$ cat src/rtl/mram_pkg.sv
// Package: shared constants for the mirrored memory.
// Assumes exactly two copies, primary at index 0 and backup at index 1.
package mram_pkg;
    localparam int ADDR_W_DEF = 4;
    localparam int DATA_W_DEF = 4;
    localparam int NUM_COPIES = 2;
    localparam int COPY_PRI   = 0;
    localparam int COPY_BAK   = 1;
endpackage

$ cat src/rtl/mram_copy.sv
// One storage copy: 2**ADDR_W words, written synchronously, with a registered read.
// It also shows the addressed word combinationally so that the compare sees the
// pre-write contents. flip_mask XORs the addressed word when no write occurs.
// Assumes the contents have no reset; only the read register is reset.
module mram_copy #(
    parameter int ADDR_W = 4,
    parameter int DATA_W = 4
) (
    input  logic              clk,
    input  logic              rst_n,
    input  logic              we,
    input  logic [ADDR_W-1:0] addr,
    input  logic [DATA_W-1:0] wdata,
    input  logic [DATA_W-1:0] flip_mask,
    output logic [DATA_W-1:0] cur_word,
    output logic [DATA_W-1:0] rd_word
);
    localparam int DEPTH = 1 << ADDR_W;

    logic [DATA_W-1:0] store [DEPTH];

    // Addressed word before this cycle's update.
    assign cur_word = store[addr];

    // Array update: a write has priority over a fault flip.
    always_ff @(posedge clk) begin
        if (we) begin
            store[addr] <= wdata;
        end else if (flip_mask != '0) begin
            store[addr] <= store[addr] ^ flip_mask;
        end
    end

    // Registered read port, read-before-write.
    always_ff @(posedge clk) begin
        if (!rst_n) begin
            rd_word <= '0;
        end else begin
            rd_word <= cur_word;
        end
    end


    wr_then_rd_chk: assert property (@(posedge clk) disable iff (!rst_n)
        ($past(we) && !we && flip_mask == '0 && addr == $past(addr))
        |=> rd_word == $past(wdata, 2));


    rd_old_on_wr_chk: assert property (@(posedge clk) disable iff (!rst_n)
        (we && $past(we) && addr == $past(addr))
        |=> rd_word == $past(wdata, 2));
endmodule

$ cat src/rtl/mram_seen.sv
// Written-since-reset record: one bit per location, set by a write and cleared
// by the synchronous reset. It reports the bit for the current address before
// this cycle's write is recorded.
module mram_seen #(
    parameter int ADDR_W = 4
) (
    input  logic              clk,
    input  logic              rst_n,
    input  logic              we,
    input  logic [ADDR_W-1:0] addr,
    output logic              hit
);
    localparam int DEPTH = 1 << ADDR_W;

    logic [DEPTH-1:0] seen_q;

    // Look up the old record for the addressed location.
    assign hit = seen_q[addr];

    // Mark locations on write; forget all on reset.
    always_ff @(posedge clk) begin
        if (!rst_n) begin
            seen_q <= '0;
        end else if (we) begin
            seen_q[addr] <= 1'b1;
        end
    end


    wr_marks_seen_chk: assert property (@(posedge clk) disable iff (!rst_n)
        we |=> seen_q[$past(addr)]);


    rst_clears_seen_chk: assert property (@(posedge clk) disable iff (!rst_n)
        !$past(rst_n) |-> seen_q == '0);
endmodule

$ cat src/rtl/mram_mirror.sv
// Mirrored single-port memory. Each write lands in both copies. Both registered
// read words come out together with a registered disagreement flag, which is
// qualified by the written-since-reset record. fault_mask corrupts only the
// backup copy and is meant as a test hook.
module mram_mirror
    import mram_pkg::*;
#(
    parameter int ADDR_W = ADDR_W_DEF,
    parameter int DATA_W = DATA_W_DEF
) (
    input  logic              clk,
    input  logic              rst_n,
    input  logic              we,
    input  logic [ADDR_W-1:0] addr,
    input  logic [DATA_W-1:0] wdata,
    input  logic [DATA_W-1:0] fault_mask,
    output logic [DATA_W-1:0] rdata_pri,
    output logic [DATA_W-1:0] rdata_bak,
    output logic              mismatch
);
    logic [DATA_W-1:0] cur_w [NUM_COPIES];
    logic [DATA_W-1:0] rd_w  [NUM_COPIES];
    logic              seen_hit;
    logic              mis_q;

    // One storage copy per index; only the backup copy takes the fault mask.
    for (genvar g = 0; g < NUM_COPIES; g++) begin : g_copy
        mram_copy #(.ADDR_W(ADDR_W), .DATA_W(DATA_W)) copy_i (
            .clk       (clk),
            .rst_n     (rst_n),
            .we        (we),
            .addr      (addr),
            .wdata     (wdata),
            .flip_mask ((g == COPY_BAK) ? fault_mask : {DATA_W{1'b0}}),
            .cur_word  (cur_w[g]),
            .rd_word   (rd_w[g])
        );
    end

    mram_seen #(.ADDR_W(ADDR_W)) seen_i (
        .clk   (clk),
        .rst_n (rst_n),
        .we    (we),
        .addr  (addr),
        .hit   (seen_hit)
    );

    // Register the compare of the pre-write words, aligned with the read ports.
    always_ff @(posedge clk) begin
        if (!rst_n) begin
            mis_q <= 1'b0;
        end else begin
            mis_q <= seen_hit && (cur_w[COPY_PRI] != cur_w[COPY_BAK]);
        end
    end

    assign rdata_pri = rd_w[COPY_PRI];
    assign rdata_bak = rd_w[COPY_BAK];
    assign mismatch  = mis_q;


    flag_needs_diff_chk: assert property (@(posedge clk) disable iff (!rst_n)
        mismatch |-> (rdata_pri != rdata_bak));


    copies_agree_chk: assert property (@(posedge clk) disable iff (!rst_n)
        ($past(we) && !we && fault_mask == '0 && addr == $past(addr))
        |=> (rdata_pri == rdata_bak) && !mismatch);
endmodule

$ cat config.mk
export PLATFORM = sky130hd
export DESIGN_NAME = mram_mirror
export DESIGN_NICKNAME = d
export VERILOG_FILES = /design/src/rtl/mram_pkg.sv /design/src/rtl/mram_copy.sv /design/src/rtl/mram_seen.sv /design/src/rtl/mram_mirror.sv
export SDC_FILE = /design/constraint.sdc
export NUM_CORES = 1
export LEC_CHECK = 0
export ABC_CLOCK_PERIOD_IN_PS = 3030
export BUFFER_PORTS_ARGS = -buffer_cell sky130_fd_sc_hd__buf_2
export CAP_MARGIN = 20
export CORE_ASPECT_RATIO = 1.4
export CORE_MARGIN = 2
export CORE_UTILIZATION = 38
export CTS_CLUSTER_SIZE = 12
export DETAILED_ROUTE_END_ITERATION = 12
export PLACE_DENSITY = 0.62
export SETUP_SLACK_MARGIN = 0.1
export SYNTH_ARGS = -nofsm -noshare
export SYNTH_HDL_FRONTEND = slang
export SYNTH_HIERARCHICAL = 1
export SYNTH_SLANG_ARGS = --single-unit
$ cat constraint.sdc
create_clock -name clk -period 3.03 [get_ports clk]
set_clock_uncertainty 0.1 [all_clocks]
set_input_delay 0.303 -clock clk [delete_from_list [all_inputs] [get_ports clk]]
set_output_delay 0.303 -clock clk [all_outputs]
set_load 0.005 [all_outputs]
### Word level (Yosys, flattened, before mapping)

Memories as Yosys holds them, arrays and structs flattened.
Cells that the tools add are included.

* bits in registers: 25
* word-level logic and storage cells: 25
* memories: 2
* memory bits (writable): 128

* reductions and logical operators: 3
* bitwise logic cells: 3
* mux-type cells: 10
* magnitude comparators: 2
* equal/unequal tests: 1

Memories
* g_copy[0].copy_i.store: words 16, bits a word 4, read ports 1, clocked after Yosys merged registers in 0, write ports 1, RTL line mram_copy.sv:20 `logic [DATA_W-1:0] store [DEPTH];`
* g_copy[1].copy_i.store: words 16, bits a word 4, read ports 1, clocked after Yosys merged registers in 0, write ports 1, RTL line mram_copy.sv:20

Operator list (number)
* 16-bit bitwise OR: 1
* 1-bit 2-to-1 mux: 7
* 4-bit by 5-bit < comparator with 1-bit output, second input constant: 1
* 1-bit binary-select mux with 4-bit select: 1
* 1-bit demux with 4-bit select: 1
* 4-bit by 1-bit greater-or-equal comparator with 1-bit output, second input constant: 1
* 4-bit 2-to-1 mux: 1
* 4-bit != test: 1
* 4-bit nonzero test: 1
* 4-bit bitwise XOR: 1
* 1-bit logical AND: 2
* 1-bit bitwise OR: 1

### Longest topological paths before layout

Gate-level depths: netlist of the first run.

* word-level depth: 5
* depth in mapped cells: 8

### Cells and area by module

The synthesis of the first run kept the hierarchy.

Modules (own cells, without submodules)
* mram_copy: times used 2, area an instance 2821.5 um2, cells an instance 152
* mram_seen: times used 1, area an instance 715.7 um2, cells an instance 71
* mram_mirror: times used 1, area an instance 71.3 um2, cells an instance 8

### Worst setup path after synthesis of the first run

OpenSTA, ideal clock, no wires.

* path type: in2reg
* start: input addr[2]
* end: memory g_copy[1].copy_i.store[0][0] (data pin)
* arrival time: 1.763 ns
* cell stages on the path: 6
* setup time: 0.312 ns
* data required time: 2.618 ns
* path buffers: 2
* path slack: 0.854 ns
* path through: buf_6 -> buf_12 -> mux4_2 -> a22oi_2 -> a21oi_1 -> o41a_1

* cells in the longest elaborated chain, start to end: 3

Ends and longest elaborated chain
* from (decl): RTL line mram_mirror.sv:14 `input logic [ADDR_W-1:0] addr,`
* memory 16 x 4 bit
* 4-bit bitwise XOR: RTL line mram_copy.sv:30 `store[addr] <= store[addr] ^ flip_mask;`
* 4-bit 2-to-1 mux (no line)
* to (decl): RTL line mram_copy.sv:20

Every way passes these cells.

==> results.toml, run 1 <==
[yosys]
ys_seq_area_share_pct = 67.56
synth-adder-area-share_pct = 0
syn_area_per_cell_um2 = 16.79
synth_top_area_share_pct = 59.78
yosysUniqueCellTypes = 32
synth-seq-cells = 153
syn_area_um2 = 6430
synth-async-reset-ratio_pct = 0
ys_top_cells_by_count = "edfxtp_1 (128), nor2_1 (38), mux4_2 (26)"
synth.most_common_cell = "edfxtp_1"
synth_simple_gate_area_share_pct = 9.944
synth_edf_count = 128
synthFlopType = "edfxtp_1"
yosysTopAreaCell = "edfxtp_1"
synthCells = 383
synth_top_family_by_area = "multiplexers"
synth_compound_area_share_pct = 6.266
synthMuxAreaShare_pct = 13.19
synth_xor_area_share_pct = 0.5449
ys_top_cells_by_area = "edfxtp_1 (60%), mux4_2 (9.1%), dfxtp_1 (7.8%)"
ys_warn_count = 6

[hold_path]
hp-class = "primary input to register"
hold_depth = 2

[clock_tree]
post_cts_resized = 0
path_clk_slew_ns = 0.07
holdBufCountCts = 0
cts_max_level = 4
root_buffer = "clkbuf_16"
clock_path_buffers = 2
cts_tree = "done"
post-cts-setup-buffers = 0
clock_latency_ns = 0.41
numCtsBuffers = 17
clkSinkCount = 153

[final_layout]
drive_gt1_share_pct = 25.00
multi_input_area_um2 = 1971
syn_to_final_growth_pct = 14.28
regArea_um2 = 4344
n_antenna_cell = 0
finalNonFillerCells = 643
nNetsFinal = 442
utilization_pct = 44.07
fill_cells = 1454

[run]
maxCapViolations = 0

[routing]
viasPerCell = 5.451
drt-pass1-iter-count = 4
drc = 0
post_drt_wl_per_cell_um = 20.19
drt_wl_total_um = 12980
drtIter0Drc = 245
vias = 3505
final_antenna_net_count = 0

[global_route]
grt_pass1_vias = 3622
grt_max_degree = 35
grt.overflow.total = 0
grt_pass1_wl_um = 19780
grt.total_usage_pct = 15.00
antenna_found_initial = 0

[power]
swShare_pct = 22.90
seqPwrFrac_pct = 48.9
internal-power_uw = 3754
power_leakage_uw = 0.002479
peakVddDrop_mv = 0.4301
p_switching_uw = 1115
cellPowerDensity_nw_per_um2 = 662.7
power_frac_comb_pct = 7.3
clockPowerShare_pct = 43.7

[placement]
place_congestion = 0.7856
place_inst = 611
dp_hpwl_um = 9054
place_ws_ns = 0.2796
port_buffers = 23

[timing]
setup_violations = 0
setup_ws_ns = 0.6840
fin_setup_tns_ns = 0
hold_violations = 0
max_freq_ghz = 0.4263
drv_slew = 0
worst_pin_slew_ns = 0.8511
fin_crit_ns = 2.346
rsz0062_at_grt = "no"
max-slew-margin-rel_pct = 42.82
post-route-period-util_pct = 77.42

[die]
core_area_um2 = 16680
dieArea_um2 = 17990
die_h_um = 157.9
start_util_pct = 38.56
pin_count = 24
rows = 56
dieWidth_um = 113.9

[setup_path]
cp.required_ns = 3.25
start_kind = "primary input"
crit_fanout = 34
path_class = "primary input to register"
end_kind = "register"
r2r_cells = 4
cp.arrival_ns = 2.57

[outcome]
status = "finished clean"
## final cells by class
class	instances	share of cell area, %
flip-flops and latches	153	59.12
multi-input cells	224	26.82
well taps	203	3.457
clock inverters	15	2.435
clock buffers	17	5.789
repair buffers	31	2.384
## stage by stage
step	total power (uW)	instance area [um2]	hold WS [ns]
final	4869	7348	0.2088
after global routing	5029	7348	0.2217
after CTS	4918	7348	0.1929
after detailed placement	2787	6744	0.3466
after global placement	2777	6744	0.3417
after floorplan	2675	6471	0.3205
## state kept, by name, summed over array words and instances, names as in the netlist
name                   flops
g_copy.copy_i/rd_word      8
g_copy.copy_i/store      128
mismatch                   1
seen_i/seen_q             16
## placed cells by master, fill, tap and decap left out, types with 2 or more instances in the layout
cell type  synthesis  layout
edfxtp_1         128     128
nor2_1            38      38
mux4_2            26      26
dfxtp_1           25      25
buf_2              0      23
clkbuf_16          0      17
nand2_1           13      13
nor2b_1           12      12
a22oi_1           12      12
conb_1             1      12
o21a_1            12      12
a21oi_1           11      11
nor3_1            11      11
and2_1            10      10
mux4_1            10      10
or2_2              8       8
o41a_1             8       8
buf_4              6       8
inv_6              0       6
nand2b_1           6       6
a22oi_2            5       5
xnor2_1            4       4
inv_8              0       4
and3_1             4       4
and3_2             4       4
nand3b_1           4       4
or3b_2             4       4
nand3_1            3       3
bufinv_16          0       2
nor4_1             2       2
or3_1              2       2
## power groups by stage
stage | combinational [uW] | clock (uW) | sequential, uW
3_3_place_gp | 350 | 0 | 2430
5_1_grt | 387 | 2260 | 2390
3_5_place_dp | 358 | 0 | 2430
2_1_floorplan | 251 | 0 | 2420
6_report | 357 | 2130 | 2380
4_1_cts | 359 | 2170 | 2380
## layer usage
metal  wire length, um  share of wire (%)  global-route usage [%]  vias up
met5                 0                  0                       0        -
met4               252                1.9                   5.981        0
met3               575                4.4                   3.752       17
met2              7036                 54                   27.41       92
met1              5118                 39                   16.62     1794
li1                  -                  -                       -     1602
## path summary, 6_finish.rpt
check	from	end	slack, ns
worst max-delay path	addr[2]	mismatch	0.68
worst max register to register	g_copy[1].copy_i/store[6][0]	g_copy[1].copy_i/store[4][0]	0.69
worst min-delay path	rst_n	seen_i/seen_q[6]	0.21
worst min register to register	seen_i/seen_q[2]	seen_i/seen_q[2]	0.36
## critical path: stages
cell     delay (ns)
buf_2          0.30
buf_4          0.47
mux4_1         0.62
a22oi_1        0.31
nand2_1        0.15
xnor2_1        0.16
a41oi_1        0.23
## logic make-up (layout without fill, tap and decap cells)
logic type	Yosys count	after routing
flip-flops	153	153
AND/OR/NAND/NOR	122	122
AO/OA/AOI/OAI	50	50
multiplexers	36	36
buffers and inverters	17	63
XOR/XNOR	4	4
other	1	12
Note: power is estimated with default switching activity, not from simulation.
==> run 2: changes to the inputs <==
ABC_CLOCK_PERIOD_IN_PS = 2300   (was 3030)
clock period = 2.3 ns   (was 3.03 ns; I/O delays follow)
==> run 2 against run 1 <==
Cell area grew 4.3%. Hold slack got worse by 0.077 ns. Largest power group unchanged. Highest routed layer unchanged. First-iteration DRC count is 2.0% lower. Critical path type is now register to register.
==> results.toml, run 2 (synthesized netlist as in run 1, its figures left out) <==
[timing]
setup_violations = 0
rsz0062_at_grt = "no"
post-route-period-util_pct = 92.48
max_freq_ghz = 0.4701
hold_violations = 0
fin_crit_ns = 2.127
hold_slack_ns = 0.1319
max-slew-margin-rel_pct = 57.40
worst_pin_slew_ns = 0.6390
drv_slew = 0

[die]
core_area_um2 = 16680
rows = 56
dieArea_um2 = 17990
start_util_pct = 38.56
die_h_um = 157.9
pin_count = 24
dieWidth_um = 113.9

[clock_tree]
clock_latency_ns = 0.42
path_clk_slew_ns = 0.06
numCtsBuffers = 17
clkSinkCount = 153
cts_max_level = 4
post-cts-setup-buffers = 0
cts_tree = "done"
clock_path_buffers = 2
root_buffer = "clkbuf_16"

[global_route]
antenna_found_initial = 0
grt.overflow.total = 0
grt_pass1_vias = 3776
grt_pass1_wl_um = 20500
grt.total_usage_pct = 15.41
grt_max_degree = 26

[routing]
viasPerCell = 5.295
drt-pass1-iter-count = 5
drtIter0Drc = 240
drc = 0
post_drt_wl_per_cell_um = 19.05
drt_wl_total_um = 13050
vias = 3627
final_antenna_net_count = 0

[outcome]
status = "finished clean"

[setup_path]
crit_chain = "mux4_1 -> a22oi_2 -> a21oi_1 -> o41a_1 -> buf_4"
cp.arrival_ns = 2.19
cp.required_ns = 2.36
path_class = "register to register"
crit_fanout = 8
max_stage_delay_ns = 0.51
start_kind = "register"
slowest_stage = "mux4_1"
end_kind = "register"

[placement]
dp_hpwl_um = 9360
place_congestion = 0.7897
port_buffers = 23
placed_area_um2 = 7097

[power]
peakVddDrop_mv = 0.5513
cellPowerDensity_nw_per_um2 = 821.9
clockPowerShare_pct = 41.4
internal-power_uw = 4789
p_switching_uw = 1511
seqPwrFrac_pct = 49.8
power_frac_comb_pct = 8.8
power_leakage_uw = 0.002661
swShare_pct = 23.99

[final_layout]
layout_commonest_cell = "edfxtp_1"
top_register = "g_copy.copy_i/store"
regArea_um2 = 4344
largest_register_ffs = 128
nNetsFinal = 484
top_regs = "g_copy.copy_i/store x128, seen_i/seen_q x16, g_copy.copy_i/rd_word x8"
syn_to_final_growth_pct = 19.23
drive_gt1_share_pct = 32.16
n_antenna_cell = 0
multi_input_area_um2 = 1982
mostFrequentLayoutCells = "edfxtp_1 (128), buf_4 (47), nor2_1 (38), mux4_2 (27), dfxtp_1 (25)"
final_design_area_no_fill_um2 = 7666
fill_cells = 1462

[hold_path]
hp-class = "primary input to register"

[run]
maxCapViolations = 0
-- run 2: changes by cell type in the layout (fill, tap and decap cells not counted), sizes merged --
cell      before  now
inv           10    9
bufinv         2    0
buf           31   73
clkinvlp       1    3
clkinv         2    3
-- run 2: through the flow --
stage	cells	util [%]	TNS [ns]	setup WS [ns]	power, uW
floorplan	394	-	0	0.1973	3524
global placement	653	42.56	-5.497	-0.1436	3738
detailed placement	653	42.56	-5.249	-0.1438	3751
CTS	685	45.93	0	0.1040	6355
global route	685	45.97	0	0.1039	6516
finish	685	45.97	0	0.1729	6301
-- run 2: what timing repair did --
action / in CTS / in global routing
hold buffers: 0 / 0
setup endpoints to repair: 16 / 48
pin swaps: 0 / 1
resized for setup: 1 / 3
-- run 2: routing by layer --
layer | part of all wire [%] | up-vias | track usage, %
met3 | 2.8 | 10 | 3.369
met1 | 41 | 1856 | 17.85
met2 | 56 | 74 | 28.12
li1 | - | 1687 | -
met4 | 1.1 | 0 | 5.168
met5 | 0 | - | 0
-- run 2: layout make-up --
type	count	area share, %
Clock buffer	17	5.549
Timing Repair Buffer	73	6.888
Tap cell	203	3.313
Clock inverter	15	1.730
Sequential cell	153	56.67
Multi-Input combinational cell	224	25.85
-- run 2: path summary, 6_finish.rpt --
path | startpoint | to | slack, ns | cells past startpoint
worst min-delay path | rst_n | seen_i/seen_q[15] | 0.13 | 2
worst max-delay path | g_copy[1].copy_i/store[2][0] | g_copy[1].copy_i/store[0][0] | 0.17 | 5
worst min register to register | seen_i/seen_q[10] | seen_i/seen_q[10] | 0.37 | 1
worst max register to register | g_copy[1].copy_i/store[2][0] | g_copy[1].copy_i/store[0][0] | 0.17 | 5
-- run 2: power by group through the flow --
stage / registers [uW] / logic [uW] / clock network, uW
2_1_floorplan: 3190 / 330 / 0
3_3_place_gp: 3200 / 543 / 0
3_5_place_dp: 3200 / 552 / 0
4_1_cts: 3140 / 556 / 2660
5_1_grt: 3140 / 601 / 2770
6_report: 3140 / 554 / 2610
-- run 2: critical path: cells and delay by family (launching register included) --
| kind | cells | cell delay [ns] |
|---|---|---|
| buffers and inverters | 1 | 0.19 |
| DFF | 1 | 0.37 |
| AOI/OAI and AO/OA | 3 | 0.69 |
| muxes | 1 | 0.51 |
